===== src/rtl/mregion_pkg.sv =====
// Package: shared types for the management region strobe selector.
// Assumes: consumers import it before use.
package mregion_pkg;
    // Which strobe a cycle should raise
    typedef enum logic [1:0] {
        STB_NONE = 2'd0,
        STB_NORM = 2'd1,
        STB_MGMT = 2'd2
    } stb_sel_e;
endpackage


===== src/rtl/mregion_match.sv =====
// Module: mregion_match
// Decides whether an address falls inside the management region.
// Assumes: size code 0 disables, the all-ones code aliases to code 1,
// and code c covers 2^(PAGE_SHIFT + c - 1) bytes. Base bits under the
// block size are masked off.
module mregion_match #(
    parameter int ADDR_W     = 32,
    parameter int PAGE_SHIFT = 12,
    parameter int SIZE_W     = 4
) (
    input  logic [ADDR_W-1:0]            addr,
    input  logic [ADDR_W-PAGE_SHIFT-1:0] base,
    input  logic [SIZE_W-1:0]            size_code,
    input  logic                         enable,
    output logic                         hit
);
    localparam int BASE_W = ADDR_W - PAGE_SHIFT;
    localparam logic [SIZE_W-1:0] ALIAS_CODE = {SIZE_W{1'b1}};

    logic [SIZE_W-1:0] eff_code;
    logic [SIZE_W-1:0] shift;
    logic [BASE_W-1:0] keep_mask;
    logic [BASE_W-1:0] diff;

    // Fold the alias code onto the smallest block and derive the page shift
    always_comb begin
        eff_code = (size_code == ALIAS_CODE) ? SIZE_W'(1) : size_code;
        shift    = eff_code - SIZE_W'(1);
    end

    // Build the compare mask: page bits at or above the shift are compared
    for (genvar gi = 0; gi < BASE_W; gi++) begin : g_mask
        assign keep_mask[gi] = (32'(gi) >= 32'(shift));
    end

    // Final region decision
    always_comb begin
        diff = (addr[ADDR_W-1:PAGE_SHIFT] ^ base) & keep_mask;
        hit  = enable && (size_code != '0) && (diff == '0);
    end
endmodule


===== src/rtl/mregion_policy.sv =====
// Module: mregion_policy
// Applies the precedence between cycle type, mode and override bits.
// Assumes: a cycle that misses is decided before any mode rule, and
// write-back cycles bypass the region entirely.
module mregion_policy
    import mregion_pkg::*;
(
    input  logic     hit,
    input  logic     is_code,
    input  logic     is_wb,
    input  logic     in_mgmt,
    input  logic     normal_acc,
    input  logic     main_acc,
    output stb_sel_e sel
);
    // Strobe selection with fixed precedence: write-back, miss, main-access, mode
    always_comb begin
        if (is_wb || !hit)        sel = STB_NORM;
        else if (main_acc)        sel = is_code ? STB_MGMT : STB_NORM;
        else if (in_mgmt)         sel = STB_MGMT;
        else if (normal_acc)      sel = STB_MGMT;
        else                      sel = STB_NORM;
    end
endmodule


===== src/rtl/mregion_strobe_sel.sv =====
// Module: mregion_strobe_sel (top)
// Registers the strobe choice for each valid bus cycle and the float flag.
// Assumes: one cycle per clock at most; outputs are one-clock pulses
// issued the clock after the cycle is presented.
module mregion_strobe_sel
    import mregion_pkg::*;
#(
    parameter int ADDR_W     = 32,
    parameter int PAGE_SHIFT = 12,
    parameter int SIZE_W     = 4
) (
    input  logic                         clk,
    input  logic                         rst_n,
    input  logic                         cyc_valid,
    input  logic [ADDR_W-1:0]            cyc_addr,
    input  logic                         cyc_is_code,
    input  logic                         cyc_is_wb,
    input  logic                         in_mgmt,
    input  logic                         cfg_enable,
    input  logic                         cfg_normal_acc,
    input  logic                         cfg_main_acc,
    input  logic [ADDR_W-PAGE_SHIFT-1:0] cfg_base,
    input  logic [SIZE_W-1:0]            cfg_size,
    output logic                         strb_norm,
    output logic                         strb_mgmt,
    output logic                         mgmt_float
);
    logic     region_hit;
    stb_sel_e pick;
    stb_sel_e pick_q;

    mregion_match #(
        .ADDR_W    (ADDR_W),
        .PAGE_SHIFT(PAGE_SHIFT),
        .SIZE_W    (SIZE_W)
    ) u_match (
        .addr     (cyc_addr),
        .base     (cfg_base),
        .size_code(cfg_size),
        .enable   (cfg_enable),
        .hit      (region_hit)
    );

    mregion_policy u_policy (
        .hit       (region_hit),
        .is_code   (cyc_is_code),
        .is_wb     (cyc_is_wb),
        .in_mgmt   (in_mgmt),
        .normal_acc(cfg_normal_acc),
        .main_acc  (cfg_main_acc),
        .sel       (pick)
    );

    // Capture the chosen strobe for a valid cycle and track the float state
    always_ff @(posedge clk) begin
        if (!rst_n) begin
            pick_q     <= STB_NONE;
            mgmt_float <= 1'b1;
        end else begin
            pick_q     <= cyc_valid ? pick : STB_NONE;
            mgmt_float <= !cfg_enable;
        end
    end

    // Decode the registered choice onto the two strobe pins
    always_comb begin
        strb_norm = (pick_q == STB_NORM);
        strb_mgmt = (pick_q == STB_MGMT);
    end
endmodule


===== config.mk =====
export PLATFORM = sky130hd
export DESIGN_NAME = mregion_strobe_sel
export DESIGN_NICKNAME = d
export VERILOG_FILES = /design/src/rtl/mregion_pkg.sv /design/src/rtl/mregion_match.sv /design/src/rtl/mregion_policy.sv /design/src/rtl/mregion_strobe_sel.sv
export SDC_FILE = /design/constraint.sdc
export NUM_CORES = 1
export LEC_CHECK = 0
export BUFFER_PORTS_ARGS = -buffer_cell sky130_fd_sc_hd__buf_2
export CAP_MARGIN = 20
export CORE_MARGIN = 2
export CORE_UTILIZATION = 37
export CTS_CLUSTER_SIZE = 24
export DETAILED_ROUTE_END_ITERATION = 6
export PLACE_DENSITY = 0.87
export SETUP_SLACK_MARGIN = 0.1
export SLEW_MARGIN = 20
export SYNTH_ARGS = -nofsm -noshare
export SYNTH_HDL_FRONTEND = slang
export SYNTH_SLANG_ARGS = --single-unit

===== constraint.sdc =====
create_clock -name clk -period 4.05 [get_ports clk]
set_input_delay 0.405 -clock clk [delete_from_list [all_inputs] [get_ports clk]]
set_output_delay 0.405 -clock clk [all_outputs]
set_load 0.02 [all_outputs]

# == After elaboration in Yosys (flattened, before gate mapping) ==
# Index checks and enable logic that the tools add are counted.
# word_totals
output_inout_bits,3
inputBits,65
word_cells,41
register_bits,3
# classes
bitwise,4
mux,6
n_eq_ne,3
n_lt_le_gt_ge,15
n_reduce_logical,9
addsub,1
# op_table
cell,n
$ge A4 B4 Y1 const A,7
$and A20 B20 Y20,1
$logic_not A20 Y1,1
$xor A20 B20 Y20,1
$ge A3 B4 Y1 const A,4
$ge A1 B4 Y1 const A,2
$ge A2 B4 Y1 const A,2
$mux W2,4
$eq A4 B4 Y1 const B,1
$mux W4,1
$reduce_bool A4 Y1,1
$sub A4 B1 Y4 const B,1
$reduce_or A3 Y1,1
$eq A2 B1 Y1 const B,1
$eq A2 B2 Y1 const B,1
$logic_and A1 B1 Y1,2
$logic_not A1 Y1,2
$not A1 Y1,2
$reduce_and A2 Y1,1
$logic_or A1 B1 Y1,1
$mux W1,1

# == Longest topological paths before layout ==
# depth
ltp_word,10
depth_mapped,10
depth_no_buf,9

# == Hierarchy ==
# From an unflattened synthesis, not the netlist that was laid out.
# hier_totals
cells_unflattened,77
area_unflattened_um2,608.1
# modules_own_cells
mod,n_inst,area_per_inst_um2,cells_each,seq_area_each_um2
mregion_match,1,484.2,65,0.0
mregion_strobe_sel,1,91.3,8,60.1
mregion_policy,1,32.5,4,0.0

# == Worst setup path after synthesis ==
# Ideal clock, no wire load.
# synth_timing
path_kind,in2reg
from,input port cfg_size[3]
to,register pick_q[1]
t_arrival_ps,2149
slack_ps,1841
required_time_ps,3990
setup_time_ps,60
n_path_buf,1
path_stages,10
path_cell_list,clkbuf_1 > nand3_1 > nand2_1 > inv_1 > ha_1 > or3_1 > a222oi_1 > a22oi_1 > o21ai_0 > and3b_1
# synth_via
elab_chain_len,10
word_cells_on_any_way,26
classes_between,1 x add/sub; 15 x order compare; 1 x eq/ne; 1 x mux; 1 x bitwise; 7 x reduce/logical
# synth_rtl
item,line_no,text
from (decl),mregion_strobe_sel.sv:23,"input logic [SIZE_W-1:0] cfg_size,"
$eq A4 B4 Y1,mregion_match.sv:27,eff_code = (size_code == ALIAS_CODE) ? SIZE_W'(1) : size_code;
$mux W4,mregion_match.sv:27,
$sub A4 B1 Y4,mregion_match.sv:28,shift = eff_code - SIZE_W'(1);
$ge A1 B4 Y1 (tied with other cells),mregion_match.sv:33,assign keep_mask[gi] = (32'(gi) >= 32'(shift));
$and A20 B20 Y20,mregion_match.sv:38,diff = (addr[ADDR_W-1:PAGE_SHIFT] ^ base) & keep_mask;
$logic_not A20 Y1,mregion_match.sv:39,hit = enable && (size_code != '0) && (diff == '0);
$logic_and A1 B1 Y1 *,mregion_match.sv:39,
$logic_not A1 Y1 *,mregion_policy.sv:18,if (is_wb || !hit) sel = STB_NORM;
$logic_or A1 B1 Y1 *,mregion_policy.sv:18,
$reduce_or A3 Y1 (no line) *,--,
to (signal assigned),mregion_strobe_sel.sv:60,pick_q <= cyc_valid ? pick : STB_NONE;
to (decl),mregion_strobe_sel.sv:30,stb_sel_e pick_q;
# Every way passes the cells marked *; elsewhere a longest branch is shown, timed or not.
# A chain may end at the register's enable or synchronous reset.

# == Worst setup path after layout ==
# layout_timing
from,input port cfg_size[2]
to,register pick_q[1]
# The elaborated chain is that of the path after synthesis.

==> metrics.cfg <==
[outcome]
outcome = completed

[clock_network]
cts_sinks = 3
cts_made_buffers = 3
htreeDepth = 1
post-cts-setup-buffer-count = 0
postCtsResizedCells = 0
clock-root-buffer = sky130_fd_sc_hd__clkbuf_4
clock_tree_from_tritoncts = built
cts_max_path_buffers = 2
cts_hold_buf = 0
clkTransAtPathRegs_ps = 40

[setup_path]
critical_path.startpoint_type = input port
critical_path_required_ps = 4230
data_arrival_time_of_the_critical_path_ps = 2380
critPathMaxFanout = 17
critPathKind = in -> reg
worstSetupEndpointType = flop

[global_routing]
grt_start_max_net_pins = 18
grt_antenna_before_repair = 0
grt_pass1_wl_um = 2510
grtUsageTotal_pct = 16.3
grt.overflow.total = 0
grt_pass1_vias = 669

[placement]
placed_cells_incl_taps = 152
dp_hpwl_um = 1370
finalWeightedCongestion = 0.881
io_port_bufs = 55
placement_stage_worst_setup_slack_ps = 1610

[cells_and_area]
layoutNonFillerInstCount = 156
num-fill-cells = 165
leading_cell_type_in_the_layout_fill_and_taps_excluded = sky130_fd_sc_hd__buf_2
nets = 207
final_util_pct = 55.8
syn2layout_area_growth_pct = 45.5
mostFrequentLayoutCells = sky130_fd_sc_hd__buf_2 (55), sky130_fd_sc_hd__xor2_1 (14), sky130_fd_sc_hd__xnor2_1 (6), sky130_fd_sc_hd__nand2_1 (5), sky130_fd_sc_hd__o21ai_0 (5)
drive_above_1_share_pct = 41.7
insertedDiodeCount = 0

[yosys]
yosys_warnings = 0
postSynthRegisterBits = 3
nets_in_the_synthesized_netlist = 152
synth_sequential_area_ratio_pct = 9.38
postSynthAreaPerCell_sq_um = 7.54
syn-cell-area_sq_um = 641
syn_inst = 85
synth.lib_cells_used.distinct = 35

[route]
via_count_normalized_by_instance_count = 5.19
firstDrtPassIters = 4
number_of_nets_with_antenna_violations_after_routing = 0
detail_route.wirelength_um = 1650
dr.first_iter.drc_count = 18
post_drt_wl_per_cell_um = 10.6
route.detailed.drc = 0
number_of_vias_in_the_routed_layout = 810

[timing]
worst_slack_ps = 1850
unrepaired_setup_endpoints_after_global_routing = false
tightestPinTransition_ps = 285
fin_crit_ps = 2200
maxClockFrequency_mhz = 454
worst_slew_margin_rel_pct = 80.8
hold-worst-slack_ps = 337
final_min_period_over_clock_period_pct = 54.4
hold_viol_final = 0
finalMaxSlewViolations = 0
timing.final.setup_violations = 0
sum_of_negative_setup_slack_ps = 0

[power_and_ir_drop]
vdd.ir_drop.worst_mv = 0.142
p_leak_nw = 0.472
power_density_nw_per_um2 = 183

[hold_path]
timing.hold.worst.class = in -> reg

[floorplanning]
floorplan.die.width_um = 45.6
top_level_ports = 68
die_area_sq_um = 2080
chipHeight_um = 45.6
initial_utilization_pct = 38.4
fp-row-count = 15
core_sq_um = 1670

[flow_run]
cap_viol_max_count = 0

-- metal layers --
layer  track usage, %  part of all wire [%]  vias up
li1                 -                     -      417
met3             3.17                    11        4
met2             27.3                    47       49
met5                0                     0        -
met4             7.65                   2.4        0
met1             19.7                    40      340
-- cell type report --
cell class	count	area [sq um]	share of cell area, %
multi-input combinational	74	538	57.7
inverter	3	11.3	1.21
sequential	3	60.1	6.44
tap	17	21.3	2.28
clock buffer	4	26.3	2.82
timing repair buffer	55	275	29.5
-- critical path: stages --
cell	delay, ps
sky130_fd_sc_hd__buf_2	220
sky130_fd_sc_hd__nand3_1	130
sky130_fd_sc_hd__nand2_1	110
sky130_fd_sc_hd__inv_1	50
sky130_fd_sc_hd__ha_1	190
sky130_fd_sc_hd__or3_1	340
sky130_fd_sc_hd__a222oi_1	340
sky130_fd_sc_hd__a22oi_1	140
sky130_fd_sc_hd__o21ai_0	250
sky130_fd_sc_hd__and3b_1	200
-- where the power goes --
part / switching, W / total [W] / internal, W
registers: 0.000000304 / 0.0000311 / 0.0000308
clock network: 0.0000184 / 0.0000555 / 0.0000371
logic: 0.0000395 / 0.0000844 / 0.0000449
-- logic make-up (layout without fill, tap and decap cells) --
group           Yosys count  after routing  synth area share (%)
buf+inv                   8             62                  6.64
flops                     3              3                  9.38
compound gates           25             25                  29.9
fa+ha+maj                 2              2                  3.91
simple gates             27             27                  22.8
xor+xnor                 20             20                  27.3
-- metrics by stage --
stage | instance area, sq um | total power (W)
detailed placement | 906 | 0.000116
global placement | 906 | 0.000113
global route | 932 | 0.000184
CTS | 932 | 0.000170
floorplan | 641 | 0.0000807
finish | 932 | 0.000171
-- final timing paths --
kind         from    endpoint  slack [ps]  cells after the start
max   cfg_size[2]   pick_q[1]        1850                     10
min    cfg_enable  mgmt_float         340                      2
-- cells in the mapped netlist --
cell	instances	share of area (%)
sky130_fd_sc_hd__o221ai_1	1	1.4
sky130_fd_sc_hd__or2_1	2	2.0
sky130_fd_sc_hd__buf_6	1	1.8
sky130_fd_sc_hd__dfxtp_1	3	9.4
sky130_fd_sc_hd__nor2b_1	4	3.9
sky130_fd_sc_hd__o211ai_1	1	1.2
sky130_fd_sc_hd__o21bai_1	1	1.2
sky130_fd_sc_hd__nor3_1	1	0.78
sky130_fd_sc_hd__xnor2_1	6	8.2
sky130_fd_sc_hd__o31ai_1	2	2.3
sky130_fd_sc_hd__a21oi_1	2	1.6
sky130_fd_sc_hd__nor2_1	3	1.8
sky130_fd_sc_hd__ha_1	2	3.9
sky130_fd_sc_hd__xor2_1	14	19
sky130_fd_sc_hd__a21bo_1	1	1.6
sky130_fd_sc_hd__a2bb2oi_1	1	1.4
sky130_fd_sc_hd__o2111a_1	1	1.8
sky130_fd_sc_hd__nand3_1	3	2.3
sky130_fd_sc_hd__o2111ai_1	2	2.7
sky130_fd_sc_hd__a21boi_0	1	1.2
sky130_fd_sc_hd__and3b_1	1	1.4
sky130_fd_sc_hd__inv_1	3	1.8
sky130_fd_sc_hd__buf_4	1	1.2
sky130_fd_sc_hd__buf_2	1	0.78
sky130_fd_sc_hd__nand2_1	5	2.9
sky130_fd_sc_hd__a211o_1	2	2.7
sky130_fd_sc_hd__or3_1	2	2.0
sky130_fd_sc_hd__a22oi_1	1	1.2
sky130_fd_sc_hd__nor4_1	2	2.0
sky130_fd_sc_hd__o21ai_0	5	3.9
sky130_fd_sc_hd__clkbuf_1	2	1.2
sky130_fd_sc_hd__nand2b_1	4	3.9
sky130_fd_sc_hd__o2bb2ai_1	1	1.4
sky130_fd_sc_hd__o32ai_1	1	1.4
sky130_fd_sc_hd__a222oi_1	2	3.1
-- flip-flops by register name, indices dropped and copies added (netlist names) --
register,cells
mgmt_float,1
pick_q,2
Power figures use the tool's default switching activity.
